[src/rtl/irq_gate_pkg.sv]
package irq_gate_pkg;

   // Cause order fixes the bit position in the mask and flag registers
   typedef enum int unsigned {
      SRC_VBLANK = 0, SRC_HBLANK, SRC_LINE_MATCH,
      SRC_TMR0, SRC_TMR1, SRC_TMR2, SRC_TMR3,
      SRC_DMA0, SRC_DMA1, SRC_DMA2, SRC_DMA3,
      SRC_KEYPAD, SRC_CART, SRC_PEER,
      SRC_TXQ_EMPTY, SRC_RXQ_AVAIL,
      SRC_CARD_DONE, SRC_CARD_REQ, SRC_GEOM_Q,
      SRC_COUNT
   } irq_src_e;

   localparam int unsigned DEF_NUM_SRC = int'(SRC_COUNT);

   typedef enum logic [1:0] {
      SEL_NONE   = 2'd0,
      SEL_MASTER = 2'd1,
      SEL_MASK   = 2'd2,
      SEL_FLAG   = 2'd3
   } reg_sel_e;

endpackage

[src/rtl/irq_src_detect.sv]
module irq_src_detect #(
   parameter int unsigned NUM_SRC     = 19,
   parameter bit          EDGE_DETECT = 1'b1
) (
   input  logic               clk,
   input  logic               rst_n,
   input  logic [NUM_SRC-1:0] src_i,
   output logic [NUM_SRC-1:0] event_o
);

   generate
      if (EDGE_DETECT) begin : g_edge
         logic [NUM_SRC-1:0] prev_q;
         always_ff @(posedge clk or negedge rst_n) begin
            if (!rst_n) prev_q <= '0;
            else        prev_q <= src_i;
         end
         assign event_o = src_i & ~prev_q;
      end else begin : g_level
         logic unused_lvl;
         assign unused_lvl = clk ^ rst_n;
         assign event_o    = src_i;
      end
   endgenerate

endmodule

[src/rtl/irq_reg_decode.sv]
module irq_reg_decode
   import irq_gate_pkg::*;
#(
   parameter int unsigned         ADDR_W     = 12,
   parameter logic [ADDR_W-1:0]   OFS_MASTER = 12'h208,
   parameter logic [ADDR_W-1:0]   OFS_MASK   = 12'h210,
   parameter logic [ADDR_W-1:0]   OFS_FLAG   = 12'h214
) (
   input  logic [ADDR_W-1:0] addr_i,
   output reg_sel_e          sel_o
);

   always_comb begin
      if (addr_i == OFS_MASTER)    sel_o = SEL_MASTER;
      else if (addr_i == OFS_MASK) sel_o = SEL_MASK;
      else if (addr_i == OFS_FLAG) sel_o = SEL_FLAG;
      else                         sel_o = SEL_NONE;
   end

endmodule

[src/rtl/irq_flag_bank.sv]
module irq_flag_bank #(
   parameter int unsigned NUM_SRC = 19
) (
   input  logic               clk,
   input  logic               rst_n,
   input  logic [NUM_SRC-1:0] set_i,
   input  logic [NUM_SRC-1:0] clr_i,
   output logic [NUM_SRC-1:0] flag_o
);

   logic [NUM_SRC-1:0] flag_q;

   // Clear first, then set: an event in the clearing cycle survives
   always_ff @(posedge clk or negedge rst_n) begin
      if (!rst_n) flag_q <= '0;
      else        flag_q <= (flag_q & ~clr_i) | set_i;
   end

   assign flag_o = flag_q;

endmodule

[src/rtl/irq_gate_ctrl.sv]
module irq_gate_ctrl
   import irq_gate_pkg::*;
#(
   parameter int unsigned       NUM_SRC     = DEF_NUM_SRC,
   parameter int unsigned       ADDR_W      = 12,
   parameter int unsigned       DATA_W      = 32,
   parameter bit                EDGE_DETECT = 1'b1,
   parameter logic [ADDR_W-1:0] OFS_MASTER  = 12'h208,
   parameter logic [ADDR_W-1:0] OFS_MASK    = 12'h210,
   parameter logic [ADDR_W-1:0] OFS_FLAG    = 12'h214
) (
   input  logic               clk,
   input  logic               rst_n,
   input  logic [NUM_SRC-1:0] src_i,
   input  logic [ADDR_W-1:0]  bus_addr,
   input  logic               bus_wr,
   input  logic [DATA_W-1:0]  bus_wdata,
   output logic [DATA_W-1:0]  bus_rdata,
   input  logic               cpu_irq_disable,
   output logic               irq_req_o,
   output logic               irq_take_o
);

   localparam int unsigned PAD_W = DATA_W - NUM_SRC;

   generate
      if (NUM_SRC < 1 || NUM_SRC >= DATA_W) begin : g_bad_width
         $error("irq_gate_ctrl: NUM_SRC must be between 1 and DATA_W-1");
      end
      if (OFS_MASTER == OFS_MASK || OFS_MASTER == OFS_FLAG || OFS_MASK == OFS_FLAG) begin : g_bad_map
         $error("irq_gate_ctrl: register offsets must differ");
      end
      if ((OFS_MASTER[1:0] | OFS_MASK[1:0] | OFS_FLAG[1:0]) != 2'b00) begin : g_bad_align
         $error("irq_gate_ctrl: register offsets must be word aligned");
      end
   endgenerate

   reg_sel_e           sel;
   logic               master_q;
   logic [NUM_SRC-1:0] mask_q;
   logic [NUM_SRC-1:0] flag_q;
   logic [NUM_SRC-1:0] src_event;
   logic [NUM_SRC-1:0] flag_clr;
   logic               irq_req_q;
   logic               unused_wdata_hi;

   assign unused_wdata_hi = ^bus_wdata[DATA_W-1:NUM_SRC];

   irq_reg_decode #(
      .ADDR_W    (ADDR_W),
      .OFS_MASTER(OFS_MASTER),
      .OFS_MASK  (OFS_MASK),
      .OFS_FLAG  (OFS_FLAG)
   ) u_decode (
      .addr_i(bus_addr),
      .sel_o (sel)
   );

   irq_src_detect #(
      .NUM_SRC    (NUM_SRC),
      .EDGE_DETECT(EDGE_DETECT)
   ) u_detect (
      .clk    (clk),
      .rst_n  (rst_n),
      .src_i  (src_i),
      .event_o(src_event)
   );

   assign flag_clr = (bus_wr && sel == SEL_FLAG) ? bus_wdata[NUM_SRC-1:0] : '0;

   irq_flag_bank #(
      .NUM_SRC(NUM_SRC)
   ) u_flags (
      .clk   (clk),
      .rst_n (rst_n),
      .set_i (src_event),
      .clr_i (flag_clr),
      .flag_o(flag_q)
   );

   always_ff @(posedge clk or negedge rst_n) begin
      if (!rst_n) begin
         master_q <= 1'b0;
         mask_q   <= '0;
      end else if (bus_wr) begin
         if (sel == SEL_MASTER) master_q <= bus_wdata[0];
         if (sel == SEL_MASK)   mask_q   <= bus_wdata[NUM_SRC-1:0];
      end
   end

   always_comb begin
      bus_rdata = '0;
      unique case (sel)
         SEL_MASTER: bus_rdata = {{(DATA_W-1){1'b0}}, master_q};
         SEL_MASK:   bus_rdata = {{PAD_W{1'b0}}, mask_q};
         SEL_FLAG:   bus_rdata = {{PAD_W{1'b0}}, flag_q};
         default:    bus_rdata = '0;
      endcase
   end

   always_ff @(posedge clk or negedge rst_n) begin
      if (!rst_n) irq_req_q <= 1'b0;
      else        irq_req_q <= master_q & (|(mask_q & flag_q));
   end

   assign irq_req_o  = irq_req_q;
   assign irq_take_o = irq_req_q & ~cpu_irq_disable;

endmodule

[config.mk]
export PLATFORM = sky130hd
export DESIGN_NAME = irq_gate_ctrl
export DESIGN_NICKNAME = d
export VERILOG_FILES = /design/src/rtl/irq_gate_pkg.sv /design/src/rtl/irq_src_detect.sv /design/src/rtl/irq_reg_decode.sv /design/src/rtl/irq_flag_bank.sv /design/src/rtl/irq_gate_ctrl.sv
export SDC_FILE = /design/constraint.sdc
export NUM_CORES = 1
export LEC_CHECK = 0
export BUFFER_PORTS_ARGS = -buffer_cell sky130_fd_sc_hd__buf_4
export CORE_ASPECT_RATIO = 0.75
export CORE_MARGIN = 8
export CORE_UTILIZATION = 30
export DETAILED_ROUTE_END_ITERATION = 6
export HOLD_SLACK_MARGIN = 0.15
export PLACE_DENSITY_LB_ADDON = 0.25
export SLEW_MARGIN = 10
export SYNTH_ARGS = -nofsm -noshare
export SYNTH_HDL_FRONTEND = slang
export SYNTH_SLANG_ARGS = --single-unit
[constraint.sdc]
create_clock -name clk -period 1.82 [get_ports clk]
set_input_delay 0.091 -clock clk [delete_from_list [all_inputs] [get_ports clk]]
set_output_delay 0.091 -clock clk [all_outputs]
set_load 0.1 [all_outputs]
==> results.py <==
metrics = {
    "status": {
        "outcome": "finished with violations",
        "failed_checks": "setup timing",
    },
    "route": {
        "via_per_inst": 4.70,
        "vias": 2105,
        "ant_nets": 0,
        "drc": 0,
        "drtIter0Drc": 110,
        "drt_first_pass_iters": 6,
        "routed_wl_um": 7810,
        "wl_per_cell_um": 17.4,
    },
    "sta": {
        "fmax_mhz": 531,
        "tns_ns": -0.971,
        "hold_viol": 0,
        "setup_viol_count_final": 19,
        "worst_pin_slew_ns": 0.764,
        "slew_violations": 0,
        "rsz0062_at_grt": "true",
        "period_minus_slack_ns": 1.88,
        "post-route-period-util_pct": 104,
        "fin_skew_ns": 0.00476,
        "maxSlewHeadroom_pct": 49.1,
        "fin_ws_ns": -0.0639,
    },
    "worst_setup_path": {
        "crit_path_start_kind": "input port",
        "arrival_ns": 1.79,
        "endpoint_kind": "output pin",
        "path_class": "in -> out",
        "slowest_stage": "or4_4",
        "crit_required_ns": 1.73,
        "slowest_delay_ns": 0.54,
        "cp_max_fo": 9,
        "path_cells": "buf_6, or4_4, nor4b_4, buf_4, and2_4, clkbuf_16, a22o_4, buf_12",
    },
    "synth": {
        "ys_warn_count": 0,
        "seq_area_frac_synth_pct": 55.2,
        "ys.flop_type": "dfrtp_1",
        "synth_mux_area_share_pct": 9.83,
        "synth_top_area_share_pct": 55.2,
        "synth_compound_area_share_pct": 16.5,
        "yosysMostFrequentCell": "dfrtp_1",
        "synth_top_family_by_area": "compound AO/OA/AOI/OAI gates",
        "synth_seq_cells": 59,
        "syn_inst": 203,
        "synth_cell_type_count": 29,
        "synth-adder-area-share_pct": 0,
        "syn_area_um2": 2670,
        "synthTopCellsByArea": "dfrtp_1, a221o_1, a22o_1, mux2_4, nor2b_1",
        "yosysTopAreaCell": "dfrtp_1",
        "synthTopCellsByCount": "dfrtp_1, a22o_1, inv_1, nor2b_1, a221o_1",
        "synthSimpleGateAreaFrac_pct": 9.93,
        "synth_enable_flop_cells": 0,
        "synth_xor_area_share_pct": 0,
        "syn-mean-instance-area_um2": 13.2,
        "async_reset_ff_share_pct": 100,
    },
    "cts": {
        "insertion_delay_ns": 0.33,
        "clkTransAtPathRegs_ns": 0.05,
        "root_buffer": "clkbuf_16",
        "cts_buffer_depth": 2,
        "cts_tree": "yes",
        "h-tree-depth": 3,
        "clkSinkCount": 59,
        "numCtsBuffers": 9,
    },
    "floorplan": {
        "die_w_um": 125,
        "coreArea_um2": 8560,
        "ios": 101,
        "start_util_pct": 31.2,
        "die_y_um": 97.7,
        "rows": 29,
        "die_area_um2": 12200,
    },
    "cells_and_area": {
        "nets": 402,
        "areaGrowthSynthToFinish_pct": 71.3,
        "diodes": 0,
        "final_util_pct": 53.4,
        "drive_above_1_share_pct": 44.1,
    },
    "global_routing": {
        "grt_pass1_wl_um": 12700,
        "grt_pass1_vias": 2416,
        "grt_max_degree": 60,
        "antenna_found_initial": 0,
        "grt_usage_pct": 13.2,
        "grt_overflow": 0,
    },
    "power_and_ir_drop": {
        "p_per_area_nw_per_um2": 717,
        "peakVddDrop_v": 0.000393,
        "power_leakage_nw": 2.12,
    },
    "placed_design": {
        "post-place-ws_ns": -0.208,
        "dp_hpwl_um": 5130,
        "globalplace.congestion": 0.756,
        "portBuffers": 74,
    },
    "worst_hold_path": {
        "holdCritPathClass": "in -> reg",
    },
    "run": {
        "cap_viol_max_count": 0,
    },
}
-- path summary, 6_finish.rpt --
path / start / to / slack, ns / cells past startpoint
setup / recovery: bus_addr[11] / bus_rdata[7] / -0.06 / 8
hold / removal: bus_addr[4] / master_q / 0.17 / 4
setup reg to reg: u_flags.flag_o[5] / irq_req_o / 0.40 / 4
hold reg to reg: master_q / irq_req_o / 0.51 / 1
max in group asynchronous: rst_n / mask_q[18] / 0.94 / 2
min in group asynchronous: rst_n / u_detect.g_edge.prev_q[14] / 0.39 / 2
-- placed cells by master (no fill, tap or decap), drive strengths merged, types with 2 or more instances in the layout --
cell and instances:
a22o 20, a22oi 4, mux2 20, nand4 4
dfrtp 59, nor2b 20, clkinv 4, buf 87
clkbuf 12, nor4b 2, dlygate4sd3 40, a221o 18
nand3 4, conb 13, a221oi 2, inv 20
-- sequential cells by signal (all words and copies together) (netlist names) --
signal and flops:
mask_q 19, u_flags.flag_o 19, irq_req_o 1, u_detect.g_edge.prev_q 19, master_q 1
-- through the flow --
stage	cells	hold slack, ns	instance area [µm²]	total power, mW
after detailed placement	388	0.212	3580	1.66
after CTS	446	0.157	4540	3.32
final	448	0.168	4580	3.28
after global placement	388	0.210	3580	1.65
after global routing	448	0.161	4580	3.41
after floorplan	215	-0.205	2900	1.53
-- worst max-delay path, delay by kind of cell --
kind / cells / cell delay [ns]
and+or+nand+nor: 3 / 0.96
buffers and inverters: 4 / 0.60
AOI/OAI and AO/OA: 1 / 0.13
-- final cells by class --
cell class | count | area (µm²)
fill | 739 | 3990
inverter | 20 | 75.1
multi-input combinational | 117 | 1200
clock inverter | 5 | 27.5
sequential | 59 | 1480
timing repair buffer | 128 | 1410
tap | 108 | 135
clock buffer | 11 | 253
-- where the power goes --
group          switching, mW  internal (mW)  total [mW]
Combinational          0.211          0.150       0.361
Clock                  0.593          0.983        1.58
Sequential           0.00743           1.34        1.34
-- routing by layer --
layer | share of wire (%) | vias up | global-route usage (%)
met3 | 5.7 | 9 | 5.92
li1 | - | 993 | -
met5 | 0 | - | 0
met1 | 48 | 1040 | 16.7
met4 | 0.91 | 0 | 4.29
met2 | 45 | 63 | 19.8
-- cells by family after synthesis --
family          Yosys count
compound gates           49
buf+inv                  39
flops                    59
mux                      20
other cells               1
simple gates             35
-- repair_timing --
action | CTS | global route
cloned | 1 | 1
setup endpoints to repair | 19 | 19
setup buffers | 1 | 1
hold buffers | 40 | 0
gates resized for setup | 61 | 1
pin swaps | 2 | 1
hold endpoints to repair | 117 | 0
(Power assumes the default switching activity.)
